### config.mk
export PLATFORM = sky130hd
export DESIGN_NAME = iop_cpu_port
export DESIGN_NICKNAME = d
export VERILOG_FILES = /design/src/rtl/iop_pkg.sv /design/src/rtl/iop_addr_decode.sv /design/src/rtl/iop_regs.sv /design/src/rtl/iop_read_merge.sv /design/src/rtl/iop_cpu_port.sv
export SDC_FILE = /design/constraint.sdc
export NUM_CORES = 1
export LEC_CHECK = 0
export ABC_AREA = 1
export BUFFER_PORTS_ARGS = -buffer_cell sky130_fd_sc_hd__buf_4
export CORE_MARGIN = 4
export CORE_UTILIZATION = 29
export DETAILED_ROUTE_END_ITERATION = 10
export SLEW_MARGIN = 10
export SYNTH_ARGS = -nofsm -noshare
export SYNTH_HDL_FRONTEND = slang
export SYNTH_SLANG_ARGS = --single-unit
### constraint.sdc
create_clock -name clk -period 1.4 [get_ports clk]
set_clock_uncertainty 0.15 [all_clocks]
set_input_delay 0.28 -clock clk [delete_from_list [all_inputs] [get_ports clk]]
set_output_delay 0.28 -clock clk [all_outputs]
set_load 0.005 [all_outputs]
### src/rtl/iop_pkg.sv
package iop_pkg;
  // Which register the current CPU address hits.
  typedef enum logic [1:0] {
    HIT_NONE = 2'd0,
    HIT_DIR  = 2'd1,
    HIT_DATA = 2'd2
  } iop_hit_e;
endpackage

### src/rtl/iop_addr_decode.sv
module iop_addr_decode
  import iop_pkg::*;
#(
  parameter int ADDR_W    = 16,
  parameter int DIR_ADDR  = 0,
  parameter int DATA_ADDR = 1
) (
  input  logic [ADDR_W-1:0] addr,
  output iop_hit_e          hit,
  output logic              sel
);
  localparam logic [ADDR_W-1:0] DIR_A  = ADDR_W'(DIR_ADDR);
  localparam logic [ADDR_W-1:0] DATA_A = ADDR_W'(DATA_ADDR);

  always_comb begin
    if (addr == DIR_A)       hit = HIT_DIR;
    else if (addr == DATA_A) hit = HIT_DATA;
    else                     hit = HIT_NONE;
  end

  assign sel = (hit != HIT_NONE);
endmodule

### src/rtl/iop_regs.sv
module iop_regs
  import iop_pkg::*;
#(
  parameter int DATA_W = 8,
  parameter logic [DATA_W-1:0] DIR_RST   = '0,
  parameter logic [DATA_W-1:0] LATCH_RST = '1
) (
  input  logic              clk,
  input  logic              rst_n,
  input  logic              we,
  input  iop_hit_e          hit,
  input  logic [DATA_W-1:0] wdata,
  output logic [DATA_W-1:0] dir_q,
  output logic [DATA_W-1:0] latch_q
);
  logic wr_dir, wr_data;
  assign wr_dir  = we && (hit == HIT_DIR);
  assign wr_data = we && (hit == HIT_DATA);

  always_ff @(posedge clk) begin
    if (!rst_n) begin
      dir_q   <= DIR_RST;
      latch_q <= LATCH_RST;
    end else begin
      if (wr_dir)  dir_q   <= wdata;
      if (wr_data) latch_q <= wdata;
    end
  end
endmodule

### src/rtl/iop_read_merge.sv
module iop_read_merge
  import iop_pkg::*;
#(
  parameter int DATA_W = 8
) (
  input  iop_hit_e          hit,
  input  logic [DATA_W-1:0] dir_q,
  input  logic [DATA_W-1:0] latch_q,
  input  logic [DATA_W-1:0] pin_in,
  output logic [DATA_W-1:0] rdata,
  output logic [DATA_W-1:0] drive
);
  logic [DATA_W-1:0] data_view;

  // Per-bit choice between the latched value and the live pin.
  for (genvar i = 0; i < DATA_W; i++) begin : g_bit
    assign data_view[i] = dir_q[i] ? latch_q[i] : pin_in[i];
    assign drive[i]     = dir_q[i] & latch_q[i];
  end

  always_comb begin
    unique case (hit)
      HIT_DIR:  rdata = dir_q;
      HIT_DATA: rdata = data_view;
      default:  rdata = '0;
    endcase
  end
endmodule

### src/rtl/iop_cpu_port.sv
module iop_cpu_port
  import iop_pkg::*;
#(
  parameter int ADDR_W    = 16,
  parameter int DATA_W    = 8,
  parameter int DIR_ADDR  = 0,
  parameter int DATA_ADDR = 1
) (
  input  logic              clk,
  input  logic              rst_n,
  input  logic [ADDR_W-1:0] cpu_addr,
  input  logic              cpu_we,
  input  logic [DATA_W-1:0] cpu_wdata,
  output logic [DATA_W-1:0] cpu_rdata,
  output logic              port_sel,
  input  logic [DATA_W-1:0] pin_in,
  output logic [DATA_W-1:0] pin_out,
  output logic [DATA_W-1:0] pin_oe
);
  iop_hit_e          hit;
  logic [DATA_W-1:0] dir_q;
  logic [DATA_W-1:0] latch_q;

  iop_addr_decode #(
    .ADDR_W(ADDR_W), .DIR_ADDR(DIR_ADDR), .DATA_ADDR(DATA_ADDR)
  ) u_dec (
    .addr(cpu_addr), .hit(hit), .sel(port_sel)
  );

  iop_regs #(
    .DATA_W(DATA_W), .DIR_RST('0), .LATCH_RST('1)
  ) u_regs (
    .clk(clk), .rst_n(rst_n), .we(cpu_we), .hit(hit), .wdata(cpu_wdata),
    .dir_q(dir_q), .latch_q(latch_q)
  );

  iop_read_merge #(.DATA_W(DATA_W)) u_merge (
    .hit(hit), .dir_q(dir_q), .latch_q(latch_q), .pin_in(pin_in),
    .rdata(cpu_rdata), .drive(pin_out)
  );

  assign pin_oe = dir_q;
endmodule

==> After elaboration in Yosys (flattened, before gate mapping) <==
Cells that the tools add are included.
{ "word_totals": {"ff_bits": 16, "out_inout_bits": 25} }
{ "op_classes": {"bitwise_logic": 8, "n_mux": 11, "n_eq_ne": 3, "reduce_logical": 4} }
{ "ops": {"columns": ["operator", "count"], "rows": [
  ["== test 16 x 1 -> 1 bit (second input constant)", 1],
  ["logical NOT 16 bit", 1],
  ["case mux 8 bit (2 select lines)", 1],
  ["AND 1 bit", 8],
  ["two-way mux 1 bit", 8],
  ["two-way mux 2 bit", 2],
  ["== test 2 x 1 -> 1 bit (second input constant)", 1],
  ["== test 2 bit (second input constant)", 1],
  ["logical AND 1 bit", 2],
  ["nonzero test 2 bit", 1]
]} }

==> Logic depth before layout (Yosys ltp) <==
Gate-level depths: netlist of the first run.
{ "logic_depth": {"depth_word": 5, "ltp_mapped": 8, "ltp_nobuf": 7} }

==> Modules after synthesis <==
From an unflattened synthesis of the first run, not the netlist that was laid out.
{ "unflattened": {"hier_cells": 183, "hier_area_um2": 1054.8} }
{ "by_module_without_submodules": {"columns": ["module", "area_per_inst_um2", "cells_each", "instances"], "rows": [
  ["iop_regs", 669.4, 89, 1],
  ["iop_read_merge", 296.5, 71, 1],
  ["iop_addr_decode", 88.8, 23, 1]
]} }

==> Worst setup path before layout of the first run <==
No wires, ideal clock.
{ "synth_timing": {"kind": "input port to output port", "start": "input port cpu_addr[15]", "end": "output port cpu_rdata[0]", "t_arrival_ps": 1001, "path_stages": 6, "path_slack_ps": -31, "n_path_buf": 1, "cell_sequence": "nor2_1 -> nand2_1 -> nor2_4 -> buf_12 -> nand2_4 -> o22ai_1"} }
{ "synth_via": {"elab_chain_len": 5, "elab_cells_between_ends": 7} }
{ "synth_lines": {"columns": ["element", "line_no", "text"], "rows": [
  ["start: declaration", "iop_cpu_port.sv:11", "input logic [ADDR_W-1:0] cpu_addr,"],
  ["== test 16 x 1 -> 1 bit", "iop_addr_decode.sv:17", "else if (addr == DATA_A) hit = HIT_DATA;"],
  ["two-way mux 2 bit", "iop_addr_decode.sv:17", null],
  ["two-way mux 2 bit *", "iop_addr_decode.sv:16", "if (addr == DIR_A) hit = HIT_DIR;"],
  ["== test 2 bit or == test 2 x 1 -> 1 bit (tied branches)", "iop_read_merge.sv:22", "unique case (hit)"],
  ["case mux 8 bit (2 select lines) *", "iop_read_merge.sv:22", null],
  ["end: declaration", "iop_cpu_port.sv:14", "output logic [DATA_W-1:0] cpu_rdata,"]
]} }
Mark *: on every way between the ends. The rest lies on a longest branch, timed or not.

==> Worst setup path after layout of the first run <==
{ "layout_timing": {"start": "input port cpu_addr[3]", "end": "output port cpu_rdata[1]"} }
The elaborated chain is that of the path after synthesis.

==> impl_metrics.tcl, run 1 <==
set metrics [dict create \
    port_buffers 59 \
    setup_violations 9 \
    ant_nets 0 \
    run_status "finished with violations" \
    grt_use_met1_pct 17.9 \
    max_slew.worst_pin.slew_ps 224 \
    p_leak_nw 0.973 \
    min_period_over_period_pct 115 \
    pre_cts_ws_ps -229 \
    grt_util_met3_pct 3.61 \
    drv_slew 0 \
    grt_overflow_total 0 \
    worstPathArrival_ps 1180 \
    synth_top_area_share_pct 30.2 \
    grt_use_total_pct 13.5 \
    synth.avg_cell_area_um2 6.84 \
    clk_pin_slew_ps 70 \
    nNetsFinal 257 \
    p_per_area_mw_per_mm2 572 \
    cts-hold-fix-buffers 0 \
    worstSetupEndpointType "output pin" \
    dp_hpwl_um 2350 \
    hold_violations 0 \
    crit_type "input pin to output pin" \
    htree_num_levels 1 \
    cts_tree "done" \
    ys_seq_area_share_pct 30.2 \
    setup_ws_ps -209 \
    rsz0062_at_grt "true" \
    fin_cells 267 \
    syn_inst 155 \
    wl_per_cell_um 11.8 \
    root_buffer "clkbuf_8" \
    antennaDiodeCount 0 \
    area_growth_pct 70.2 \
    startpoint_type "input pin" \
    synth_top_cells_by_area "dfxtp_1 30%, nand2_1 12%, inv_1 11%" \
    fmax_ghz 0.622 \
    finalCriticalPeriod_ps 1610 \
    hold_slack_ps 148 \
    drc 0 \
    cp_max_fo 5 \
    relSlewSlack_pct 85.0 \
    cts_inserted_buffers 3 \
    drt_first_pass_iters 4 \
    die_x_um 68.5 \
    vias 1236 \
    yosys_warnings 0 \
    grt.busiest_layer "met2" \
    start_util_pct 30.8 \
    synth_top_cell_by_area "dfxtp_1" \
    routabilityCongestion 0.718 \
    vias_per_cell 4.63 \
    vdd_drop_max_v 0.000296 \
    final_area_mm2 0.00180 \
    clock_path_buffers 2 \
    violations "negative setup slack" \
    die_area_mm2 0.00469 \
    hold_path_class "input pin to register" \
    met2_usage_pct 21.7 \
    place_inst 260 \
    synth-seq-cells 16 \
    drv_cap 0 \
    synth_cell_type_count 19 \
    placed_area_mm2 0.00165 \
    cts.sinks 16 \
    totalWireLength_um 3150 \
    drive_gt1_share_pct 48.4 \
    clk_latency_ps 250 \
    io_pins 60 \
    die_h_um 68.5 \
    required_ps 970 \
    antenna_found_initial 0 \
    fp.coreArea_mm2 0.00344 \
    grt_pass1_wl_um 4790 \
    grt_max_degree 19 \
    power_mw 1.03 \
    rows 21 \
    syn-cell-area_mm2 0.00106 \
    grt_pass1_vias 1085 \
    synth_nets 190 \
    drt_iter0_drc 31 \
]
## per-layer routing
| metal | share of wire [%] | vias up |
|---|---|---|
| li1 | - | 640 |
| met1 | 45 | 554 |
| met2 | 46 | 39 |
| met3 | 8.1 | 3 |
| met4 | 0.63 | 0 |
| met5 | 0 | - |
## area by class of cell
type / instances / area, µm²
fill: 372 / 1640
multi-input combinational: 103 / 713
timing repair buffer: 66 / 538
sequential: 16 / 320
inverter: 32 / 120
tap: 46 / 57.6
clock buffer: 4 / 55.1
## kinds of logic (layout without fill, tap and decap cells)
logic type             Yosys count  after routing  share of synthesized area [%]
AND/OR/NAND/NOR                 85             87                           44.6
buffers and inverters           38            102                           16.6
flip-flops                      16             16                           30.2
AO/OA/AOI/OAI                   16             16                           8.50
## cell usage in the layout, fill, tap and decap left out
master / instances
inv_1: 29
buf_4: 57
buf_12: 1
nand2_4: 3
inv_2: 3
nand2_1: 29
o22ai_2: 8
buf_6: 8
nor2_1: 7
dfxtp_1: 16
clkbuf_8: 4
nor2_2: 3
nand4_1: 16
nor2_4: 7
nand3b_1: 1
nand2_8: 2
nand2_2: 7
nand3_1: 8
nand3_4: 2
nor2_8: 2
a21oi_1: 8
## cell usage after synthesis
cell / n
nand3_4: 2
buf_2: 1
nand3b_1: 1
o22ai_1: 8
nand4_1: 16
nor2_2: 3
nor2_1: 13
nor2_4: 1
nor2_8: 2
buf_12: 2
buf_1: 1
a21oi_1: 8
dfxtp_1: 16
nand2_1: 35
clkbuf_1: 2
inv_1: 32
nand2_2: 1
nand3_1: 8
nand2_4: 3
## per-stage QoR
stage | setup TNS [ps] | utilization [%]
final | -1750 | 52.4
after global routing | -2940 | 52.4
after CTS | -1880 | 51.0
after detailed placement | -5080 | 47.9
after global placement | -4800 | 47.9
after floorplan | -124 | -
## flip-flops by register name, summed over array words and instances, names as in the netlist
signal	count
u_regs.dir_q	8
u_regs.latch_q	8
## worst max-delay path: stages
cell	delay, ps
buf_6	90
nor2_4	100
nand3b_1	180
nor2_8	200
nand2_8	90
o22ai_2	110
buf_4	120
## worst paths after layout
kind | start | endpoint | slack [ps] | cells past startpoint
max | cpu_addr[3] | cpu_rdata[1] | -210 | 7
min reg2reg | u_regs.latch_q[7] | u_regs.latch_q[7] | 320 | 2
max reg2reg | u_regs.dir_q[7] | u_regs.dir_q[7] | 560 | 4
min | cpu_wdata[4] | u_regs.latch_q[4] | 150 | 3
## timing repair
| action | in CTS | in global routing |
|---|---|---|
| gates resized for setup | 4 | 21 |
| cloned | 2 | 0 |
| setup endpoints to repair | 9 | 25 |
| pin swaps | 1 | 6 |
| buffers inserted | 2 | 1 |
## power breakdown
part / internal (mW) / switching, mW
Clock: 0.250 / 0.172
Sequential: 0.455 / 0.00000456
Combinational: 0.0880 / 0.0661
Total: 0.793 / 0.238
No activity file was read; power rests on OpenSTA's default activity.
==> run 2, diff against run 1 <==
CTS_CLUSTER_SIZE = 14   (was unset)
REMOVE_ABC_BUFFERS = 1   (was unset)
==> impl_metrics.tcl, run 2 (same netlist as run 1, synthesis figures left out) <==
set metrics [dict create \
    die_x_um 68.5 \
    vdd_drop_max_v 0.000239 \
    cts-hold-fix-buffers 0 \
    vias 1211 \
    r2r_start "u_regs.dir_q[6]" \
    grt_pass1_vias 1147 \
    rsz0062_at_grt "true" \
    min_period_over_period_pct 121 \
    drive_gt1_share_pct 46.2 \
    vias_per_cell 4.50 \
    clk_latency_ps 250 \
    reg_top3 "u_regs.dir_q x8, u_regs.latch_q x8" \
    required_ps 970 \
    dp_hpwl_um 2130 \
    antennaDiodeCount 0 \
    grt_use_total_pct 14.0 \
    fp.coreArea_mm2 0.00344 \
    utilization_pct 54.5 \
    crit_type "input pin to output pin" \
    start_util_pct 30.8 \
    grt_pass1_wl_um 4860 \
    pwr-share-clk_pct 39.7 \
    setup_ws_ps -290 \
    hp-start "cpu_wdata[1]" \
    wl_per_cell_um 11.8 \
    routabilityCongestion 0.665 \
    root_buffer "clkbuf_8" \
    totalWireLength_um 3180 \
    p_seq_share_pct 44.2 \
    finalCriticalPeriod_ps 1690 \
    cts_inserted_buffers 3 \
    relSlewSlack_pct 83.6 \
    combPwrFrac_pct 16.1 \
    drt_first_pass_iters 4 \
    drc 0 \
    ant_nets 0 \
    antenna_found_initial 0 \
    run_status "finished with violations" \
    layout_commonest_cell "buf_4" \
    crit_start "cpu_addr[14]" \
    hold_path_class "input pin to register" \
    rows 21 \
    worstPathArrival_ps 1260 \
    grt_max_degree 19 \
    fmax_ghz 0.592 \
    multi_input_area_um2 739 \
    grt_overflow_total 0 \
    die_area_mm2 0.00469 \
    die_h_um 68.5 \
    area_growth_pct 77.1 \
    cts_tree "done" \
    regArea_um2 320 \
    setup_violations 25 \
    clk_pin_slew_ps 60 \
    switching_share_pct 22.2 \
    drt_iter0_drc 33 \
    p_per_area_mw_per_mm2 548 \
    p_leak_nw 0.969 \
    max_slew.worst_pin.slew_ps 247 \
    intPower_uw 800 \
    violations "negative setup slack" \
    cts.sinks 16 \
    nNetsFinal 259 \
    nFillCells 342 \
    drv_cap 0 \
    clock_path_buffers 2 \
    htree_num_levels 1 \
    p_switching_uw 229 \
    startpoint_type "input pin" \
    power_mw 1.03 \
    port_buffers 59 \
    worstSetupEndpointType "output pin" \
    worst-r2r-setup-slack_ps 540 \
    cp_max_fo 5 \
    final_cell_mix "53 x buf_4, 32 x inv_1, 32 x nand2_1" \
    drv_slew 0 \
    io_pins 60 \
    hold_violations 0 \
]
-- run 2: cell types whose count changed in the layout (fill, tap and decap cells not counted), sizes merged --
cell  previous run  this run
buf             66        68
-- run 2: timing repair --
action                     4_1_cts  5_1_grt
setup endpoints to repair        9       25
pin swaps                       13       10
cloned                           2        0
setup buffers                    4        1
gates resized for setup         31       13
-- run 2: layout make-up --
type	count	share of cell area [%]
tap	46	3.07
timing repair buffer	68	31.1
inverter	32	6.40
sequential	16	17.1
clock buffer	4	2.93
multi-input combinational	103	39.4
-- run 2: power by group through the flow --
stage / logic [mW] / registers, mW / clock network, mW
6_report: 0.165 / 0.455 / 0.408
5_1_grt: 0.177 / 0.455 / 0.443
4_1_cts: 0.152 / 0.455 / 0.419
3_5_place_dp: 0.130 / 0.465 / 0
3_3_place_gp: 0.129 / 0.465 / 0
2_1_floorplan: 0.0347 / 0.465 / 0
-- run 2: worst max-delay path, cell delays in order --
cell     delay (ps)
buf_6           100
nor2_4          100
nand2_2          70
nor2_4          180
buf_12          160
nand2_8          70
o22ai_2         170
buf_4           130
-- run 2: worst paths after layout --
| kind | cells after the start | end |
|---|---|---|
| max | 8 | cpu_rdata[1] |
| min | 3 | u_regs.latch_q[1] |
| max reg2reg | 4 | u_regs.dir_q[6] |
| min reg2reg | 2 | u_regs.latch_q[1] |
-- run 2: metrics by stage --
| stage | area, µm² | hold WS, ps | std cells | TNS [ps] | setup WS [ps] |
|---|---|---|---|---|---|
| after floorplan | 1000 | 215 | 149 | -1750 | -194 |
| after global placement | 1540 | 292 | 259 | -5700 | -276 |
| after detailed placement | 1540 | 300 | 259 | -5770 | -274 |
| after CTS | 1820 | 149 | 269 | -2250 | -273 |
| after global routing | 1880 | 162 | 269 | -4250 | -326 |
| final | 1880 | 152 | 269 | -2670 | -290 |
-- run 2: layer usage --
| metal | vias to the layer above | track usage (%) | wire [µm] |
|---|---|---|---|
| li1 | 635 | - | - |
| met4 | 0 | 5.96 | 30 |
| met2 | 40 | 23.7 | 1520 |
| met1 | 534 | 16.9 | 1380 |
| met5 | - | 0 | 0 |
| met3 | 2 | 2.96 | 250 |
